[src/rtl/tdisp_pkg.sv]
package tdisp_pkg;

    localparam int PID_W  = 5;
    localparam int DATA_W = 8;

    typedef logic [PID_W-1:0]  pid_t;
    typedef logic [DATA_W-1:0] byte_t;

    typedef struct packed {
        pid_t  pid;
        byte_t data;
    } task_entry_t;

    typedef enum logic {
        DST_A = 1'b0,
        DST_B = 1'b1
    } dst_sel_e;

    function automatic task_entry_t mk_entry(pid_t p, byte_t d);
        task_entry_t e;
        e.pid  = p;
        e.data = d;
        return e;
    endfunction

endpackage

[src/rtl/tdisp_queue.sv]
module tdisp_queue
    import tdisp_pkg::*;
#(
    parameter int DEPTH = 8
) (
    input  logic        clk,
    input  logic        rst,
    input  logic        wr_en,
    input  task_entry_t wr_entry,
    input  logic        rd_en,
    output task_entry_t head,
    output logic        not_empty,
    output logic        full,
    output logic        overflow
);
    localparam int AW = (DEPTH > 1) ? $clog2(DEPTH) : 1;
    localparam int CW = $clog2(DEPTH + 1);
    localparam logic [AW-1:0] LAST = AW'(DEPTH - 1);
    localparam bit POW2 = ((DEPTH & (DEPTH - 1)) == 0);

    task_entry_t   slots [DEPTH];
    logic [AW-1:0] wr_ptr, rd_ptr, wr_nxt, rd_nxt;
    logic [CW-1:0] count;
    logic          wr_ok, ovf_q;

    generate
        if (POW2) begin : g_wrap_natural
            always_comb begin
                wr_nxt = wr_ptr + AW'(1);
                rd_nxt = rd_ptr + AW'(1);
            end
        end else begin : g_wrap_compare
            always_comb begin
                wr_nxt = (wr_ptr == LAST) ? '0 : wr_ptr + AW'(1);
                rd_nxt = (rd_ptr == LAST) ? '0 : rd_ptr + AW'(1);
            end
        end
    endgenerate

    assign full      = (count == CW'(DEPTH));
    assign not_empty = (count != '0);
    assign wr_ok     = wr_en && !full;
    assign head      = slots[rd_ptr];
    assign overflow  = ovf_q;

    always_ff @(posedge clk) begin
        if (wr_ok) slots[wr_ptr] <= wr_entry;
    end

    always_ff @(posedge clk) begin
        if (rst) begin
            wr_ptr <= '0;
            rd_ptr <= '0;
            count  <= '0;
            ovf_q  <= 1'b0;
        end else begin
            ovf_q <= wr_en && full;
            if (wr_ok) wr_ptr <= wr_nxt;
            if (rd_en) rd_ptr <= rd_nxt;
            case ({wr_ok, rd_en})
                2'b10:   count <= count + CW'(1);
                2'b01:   count <= count - CW'(1);
                default: count <= count;
            endcase
        end
    end


    count_bound_chk: assert property (@(posedge clk) disable iff (rst)
        count <= CW'(DEPTH));


    full_hold_chk: assert property (@(posedge clk) disable iff (rst)
        (full && wr_en && !rd_en) |=> full);


    no_underflow_chk: assert property (@(posedge clk) disable iff (rst)
        rd_en |-> not_empty);

endmodule

[src/rtl/tdisp_ctrl.sv]
module tdisp_ctrl
    import tdisp_pkg::*;
(
    input  logic        clk,
    input  logic        rst,
    input  task_entry_t head,
    input  logic        head_valid,
    output logic        pop,
    input  logic        pull_req,
    input  logic        pull_dst,
    output logic        pull_ack,
    output byte_t       pull_data,
    output logic        wr_a,
    output logic        wr_b,
    output logic        pull_suspend,
    output logic        run_valid,
    output pid_t        run_pid
);
    logic  act_q, first_q;
    pid_t  pid_q;
    byte_t start_q;
    logic  hit, start_new, take_next;

    assign hit          = head_valid && (head.pid == pid_q);
    assign pull_ack     = pull_req && act_q && (first_q || hit);
    assign pull_suspend = pull_req && act_q && !first_q && !hit;
    assign take_next    = pull_ack && !first_q;
    assign start_new    = (!act_q || pull_suspend) && head_valid;
    assign pop          = take_next || start_new;
    assign pull_data    = first_q ? start_q : head.data;
    assign wr_a         = pull_ack && (dst_sel_e'(pull_dst) == DST_A);
    assign wr_b         = pull_ack && (dst_sel_e'(pull_dst) == DST_B);
    assign run_valid    = act_q;
    assign run_pid      = pid_q;

    always_ff @(posedge clk) begin
        if (rst) begin
            act_q   <= 1'b0;
            first_q <= 1'b0;
            pid_q   <= '0;
            start_q <= '0;
        end else if (start_new) begin
            act_q   <= 1'b1;
            first_q <= 1'b1;
            pid_q   <= head.pid;
            start_q <= head.data;
        end else if (pull_suspend) begin
            act_q   <= 1'b0;
            first_q <= 1'b0;
        end else if (pull_ack && first_q) begin
            first_q <= 1'b0;
        end
    end


    wr_onehot_chk: assert property (@(posedge clk) disable iff (rst)
        pull_ack |-> $countones({wr_a, wr_b}) == 1);


    ack_suspend_excl_chk: assert property (@(posedge clk) disable iff (rst)
        !(pull_ack && pull_suspend));


    empty_suspend_idle_chk: assert property (@(posedge clk) disable iff (rst)
        (pull_suspend && !head_valid) |=> !run_valid);


    idle_start_chk: assert property (@(posedge clk) disable iff (rst)
        (!run_valid && head_valid) |=> (run_valid && run_pid == $past(head.pid)));


    idle_pull_quiet_chk: assert property (@(posedge clk) disable iff (rst)
        !run_valid |-> !(pull_ack || pull_suspend || wr_a || wr_b));

endmodule

[src/rtl/task_dispatch.sv]
module task_dispatch
    import tdisp_pkg::*;
#(
    parameter int DEPTH = 8
) (
    input  logic              clk,
    input  logic              rst,
    input  logic              push_valid,
    input  logic [PID_W-1:0]  push_pid,
    input  logic [DATA_W-1:0] push_data,
    output logic              push_overflow,
    input  logic              pull_req,
    input  logic              pull_dst,
    output logic              pull_ack,
    output logic [DATA_W-1:0] pull_data,
    output logic              wr_a,
    output logic              wr_b,
    output logic              pull_suspend,
    output logic              run_valid,
    output logic [PID_W-1:0]  run_pid
);
    task_entry_t head;
    logic        head_valid, q_full, pop;

    tdisp_queue #(.DEPTH(DEPTH)) u_queue (
        .clk       (clk),
        .rst       (rst),
        .wr_en     (push_valid),
        .wr_entry  (mk_entry(push_pid, push_data)),
        .rd_en     (pop),
        .head      (head),
        .not_empty (head_valid),
        .full      (q_full),
        .overflow  (push_overflow)
    );

    tdisp_ctrl u_ctrl (
        .clk          (clk),
        .rst          (rst),
        .head         (head),
        .head_valid   (head_valid),
        .pop          (pop),
        .pull_req     (pull_req),
        .pull_dst     (pull_dst),
        .pull_ack     (pull_ack),
        .pull_data    (pull_data),
        .wr_a         (wr_a),
        .wr_b         (wr_b),
        .pull_suspend (pull_suspend),
        .run_valid    (run_valid),
        .run_pid      (run_pid)
    );


    overflow_cause_chk: assert property (@(posedge clk) disable iff (rst)
        push_overflow |-> $past(push_valid));

endmodule

[config.mk]
export PLATFORM = sky130hd
export DESIGN_NAME = task_dispatch
export DESIGN_NICKNAME = d
export VERILOG_FILES = /design/src/rtl/tdisp_pkg.sv /design/src/rtl/tdisp_queue.sv /design/src/rtl/tdisp_ctrl.sv /design/src/rtl/task_dispatch.sv
export SDC_FILE = /design/constraint.sdc
export NUM_CORES = 1
export LEC_CHECK = 0
export ABC_CLOCK_PERIOD_IN_PS = 7200
export BUFFER_PORTS_ARGS = -buffer_cell sky130_fd_sc_hd__buf_4
export CAP_MARGIN = 20
export CORE_MARGIN = 8
export CORE_UTILIZATION = 60
export DETAILED_ROUTE_END_ITERATION = 10
export GPL_TIMING_DRIVEN = 1
export HOLD_SLACK_MARGIN = 0.12
export PLACE_DENSITY = 0.88
export SYNTH_ARGS = -nofsm -noshare
export SYNTH_HDL_FRONTEND = slang
export SYNTH_SLANG_ARGS = --single-unit
[constraint.sdc]
create_clock -name clk -period 7.2 [get_ports clk]
set_clock_uncertainty 0.05 [all_clocks]
set_input_delay 1.08 -clock clk [delete_from_list [all_inputs] [get_ports clk]]
set_output_delay 1.08 -clock clk [all_outputs]
set_load 0.005 [all_outputs]
# After elaboration in Yosys (flattened, before gate mapping)
# Memories as Yosys holds them, arrays and structs flattened. A register that Yosys moved wholly into a read port is not among the register bits.
# Index checks and enable logic that the tools add are counted.
[word_totals]
wordCells = 52
inputBits = 18
mem_bits_ro = 0
n_memories = 1
ram_bits = 104
output_inout_bits = 19
latch_bits = 0
regBits = 26
[memory_table]
columns = ["name", "depth", "word_bits", "read_ports", "rd_ports_with_merged_regs", "wr", "line", "rtl"]
rows = [
  ["u_queue.slots", 8, 13, 1, 1, 1, "tdisp_queue.sv:21", "task_entry_t slots [DEPTH];"],
]
[op_classes]
shifts = 0
magnitude_cmp = 0
n_mux = 11
n_eq_ne = 4
bitwise = 1
n_reduce_logical = 23
div = 0
multipliers = 0
n_addsub = 4
[ops]
columns = ["cell", "n"]
rows = [
  ["logical AND 1 bit", 12],
  ["2-to-1 mux 8 bit", 1],
  ["one-hot mux 4 bit (2 select lines)", 1],
  ["2-to-1 mux 1 bit", 7],
  ["adder 3 x 1 -> 3 bit (second input constant)", 2],
  ["2-to-1 mux 3 bit", 2],
  ["equality test 5 bit", 1],
  ["adder 4 x 1 -> 4 bit (second input constant)", 1],
  ["equality test 4 bit (second input constant)", 1],
  ["zero test 1 bit", 4],
  ["nonzero test 2 bit", 2],
  ["nonzero test 4 bit", 1],
  ["subtractor 4 x 1 -> 4 bit (second input constant)", 1],
  ["logical OR 1 bit", 3],
  ["nonzero test 3 bit", 1],
  ["equality test 2 x 1 -> 1 bit (second input constant)", 1],
  ["equality test 2 bit (second input constant)", 1],
  ["inverter 1 bit", 1],
]

# Depth between registers and ports, before layout
[depth]
ltp_word = 9
mapped_depth = 11

# By module
# Synthesis repeated with hierarchy kept, for this count alone.
[unflattened]
cells_unflattened = 286
hier_area_um2 = 5392.7
[modules_own_cells]
columns = ["mod", "cells_each", "seq_area_each_um2", "area_per_inst_um2", "instances"]
rows = [
  ["tdisp_queue", 224, 3403.3, 4679.5, 1],
  ["tdisp_ctrl", 62, 300.3, 713.2, 1],
]

# Least setup slack after synthesis
# Ideal clock, no wire load.
[synth_path]
kind = "flip-flop to output port"
startpoint = "reg with a tool-made name"
endpoint = "out wr_b"
arrival_time_ns = 2.233
path_buffers = 1
path_stages_with_launch = 8
path_slack_ns = 3.837
path_cell_list = "dfxtp_1 > buf_6 > mux4_2 > mux2i_4 > xor2_1 > o221ai_2 > o41a_1 > nor3b_2"
[synth_lines]
columns = ["element", "line", "rtl"]
rows = [
  ["end, declared", "task_dispatch.sv:17", "output logic wr_b,"],
]

==> flow_summary.yaml <==
clock_network:
  cts_resized: 0
  cts_buffers: 17
  ctsHoldBuffers: 0
  h-tree-depth: 4
  clk_latency_ns: 0.52
  clk_pin_slew_ns: 0.06
  postCtsSetupBuffers: 0
  cts_tree: "yes"
  cts.path.max_buffers: 2
  clock_sinks: 133
  cts.root.buffer_cell: "clkbuf_8"
synthesis:
  seq_area_frac_synth_pct: 65.26
  avgSynthCellArea_um2: 14.86
  mappedNetlistNets: 405
  yosysUniqueCellTypes: 44
  ys_ff_latch: 133
  synth_warnings: 0
  syn_area_um2: 5675
  netlist_instances: 382
placement:
  hpwl_um: 7015
  place_ws_ns: 2.910
  port_buffers: 36
  gp_congestion: 0.8035
  dpl_cell_area_um2: 6058
  dp.cells: 516
floorplan:
  coreArea_um2: 9196
  die_y_um: 113.3
  chipWidth_um: 113.3
  ios: 37
  rows: 35
  dieArea_um2: 12830
  start_util_pct: 61.71
layout:
  nets: 448
  finalInstanceArea_um2: 6651
  area_growth_syn_to_layout_pct: 17.20
  n_antenna_cell: 0
  final_core_util_pct: 72.33
  drive_above_1_share_pct: 24.66
  final_cells: 549
global_routing:
  grt_max_degree: 41
  grt_use_total_pct: 19.54
  grt-ovfl-total: 0
  antenna_found_initial: 0
  grt_pass1_wl_um: 18800
  grt_pass1_vias: 3519
setup_path:
  endpoint_kind: "output pin"
  required_ns: 6.07
  critPathKind: "reg -> out"
  crit_arrival_ns: 3.68
  cp-start-kind: "register"
  cp_max_fo: 30
timing:
  finalCritPeriodShare_pct: 66.74
  tns_ns: 0
  fin_crit_ns: 4.806
  max_freq_ghz: 0.2081
  final_hold_viol_count: 0
  hold_slack_ns: 0.4606
  rsz0062_at_grt: "no"
  slew_headroom_pct: 32.36
  slew_viol_final: 0
  final-setup-viol-count: 0
  worstMarginPinSlew_ns: 1.015
  layout_setup_ws_ns: 2.394
routing:
  routedWlPerCell_um: 21.68
  drtAntennaViolNets: 0
  vias: 3479
  wl_um: 11900
  dr.pass1.iters: 4
  drc_errors: 0
  drt_iter0_markers: 268
  viasPerCell: 6.337
power_and_ir_drop:
  leakage_nw: 2.250
  power_density_nw_per_um2: 392.3
  peakVddDrop_mv: 0.2075
  power.total_mw: 2.609
min_path:
  worstHoldPathType: "reg -> reg"
job:
  cap_violations: 0
status:
  status: "finished, final reports clean"
cell usage after synthesis (all sizes together):
cell type	instances	area share (%)
or2	1	0.11
dfxtp	29	10
or3	4	0.44
nand2	10	0.66
buf	12	1.4
or4	12	1.6
nor2	37	2.4
a21oi	29	2.6
xor2	7	1.1
nand3b	2	0.26
xnor2	4	0.62
o21ai	3	0.26
nand2b	16	1.8
a22oi	4	0.53
mux2i	20	3.7
a211oi	1	0.13
nand3	3	0.26
o22ai	1	0.11
o31a	2	0.31
nor4	2	0.49
nor3	17	1.5
mux4	22	8.9
o41a	1	0.20
and2	1	0.11
nor3b	3	0.48
mux2	1	0.20
o221ai	1	0.26
edfxtp	104	55
ha	5	1.1
clkbuf	9	0.62
o311ai	12	1.9
and3	2	0.22
nor2b	4	0.44
clkinv	1	0.066
metal layers:
metal,vias to the layer above,track usage [%],part of all wire [%]
met4,0,10.21,2.3
met3,26,5.857,6.3
li1,1585,-,-
met1,1744,23.34,41
met2,124,31.43,50
met5,-,0,0
power by group:
group / internal (mW) / switching (mW) / leakage, nW
registers: 0.917 / 0.102 / 1.18
logic: 0.348 / 0.425 / 0.788
clock network: 0.489 / 0.328 / 0.279
total: 1.75 / 0.856 / 2.25
layout by cell type, fill, tap and decap left out, drive strengths merged, types with 5 or more instances in the layout:
cell type	instances
mux4	22
nor2	37
edfxtp	104
nor3	17
o311ai	12
clkbuf	21
or4	12
dfxtp	29
a21oi	29
nand2	10
xor2	7
mux2i	20
ha	5
clkinv	6
buf	45
nand2b	16
registers in the layout, summed over array words and instances, names as in the netlist, named ones only:
name,flops
u_queue.slots,104
u_ctrl.start_q,8
u_ctrl.run_pid,5
u_queue.count,4
u_queue.rd_ptr,3
u_queue.wr_ptr,3
u_ctrl.first_q,1
u_ctrl.run_valid,1
u_queue.overflow,1
worst max-delay path, stage by stage, from the launching register on:
cell      delay, ns
dfxtp_2        1.00
mux4_2         0.65
mux2i_4        0.19
xor2_1         0.20
o221ai_2       0.26
o41a_1         0.53
nor3b_2        0.19
buf_4          0.13
final cells by class:
type	count	area, µm²
flip-flops and latches	133	3705
multi-input cells	227	1881
well taps	111	138.9
clock buffers	21	493.0
inverters	1	3.754
repair buffers	45	345.3
fillers	544	2545
clock inverters	11	85.08
worst paths after layout:
path                                     to  slack [ns]                           from  depth (start not counted)
max                                    wr_b        2.39                       register                          7
min           u_ctrl.run_valid$_SDFFE_PP0P_        0.46  u_ctrl.run_valid$_SDFFE_PP0P_                          2
max reg2reg  u_ctrl.start_q[6]$_SDFFE_PP0P_        3.49                       register                          6
min reg2reg   u_ctrl.run_valid$_SDFFE_PP0P_        0.46  u_ctrl.run_valid$_SDFFE_PP0P_                          2
kinds of logic after synthesis:
kind of cell / synth area share (%)
adder cells (fa/ha/maj): 1.102
AND/OR/NAND/NOR: 10.78
flip-flops: 65.26
AO/OA/AOI/OAI: 6.283
buffers and inverters: 2.072
multiplexers: 12.81
XOR/XNOR: 1.697
(Power assumes the default switching activity.)
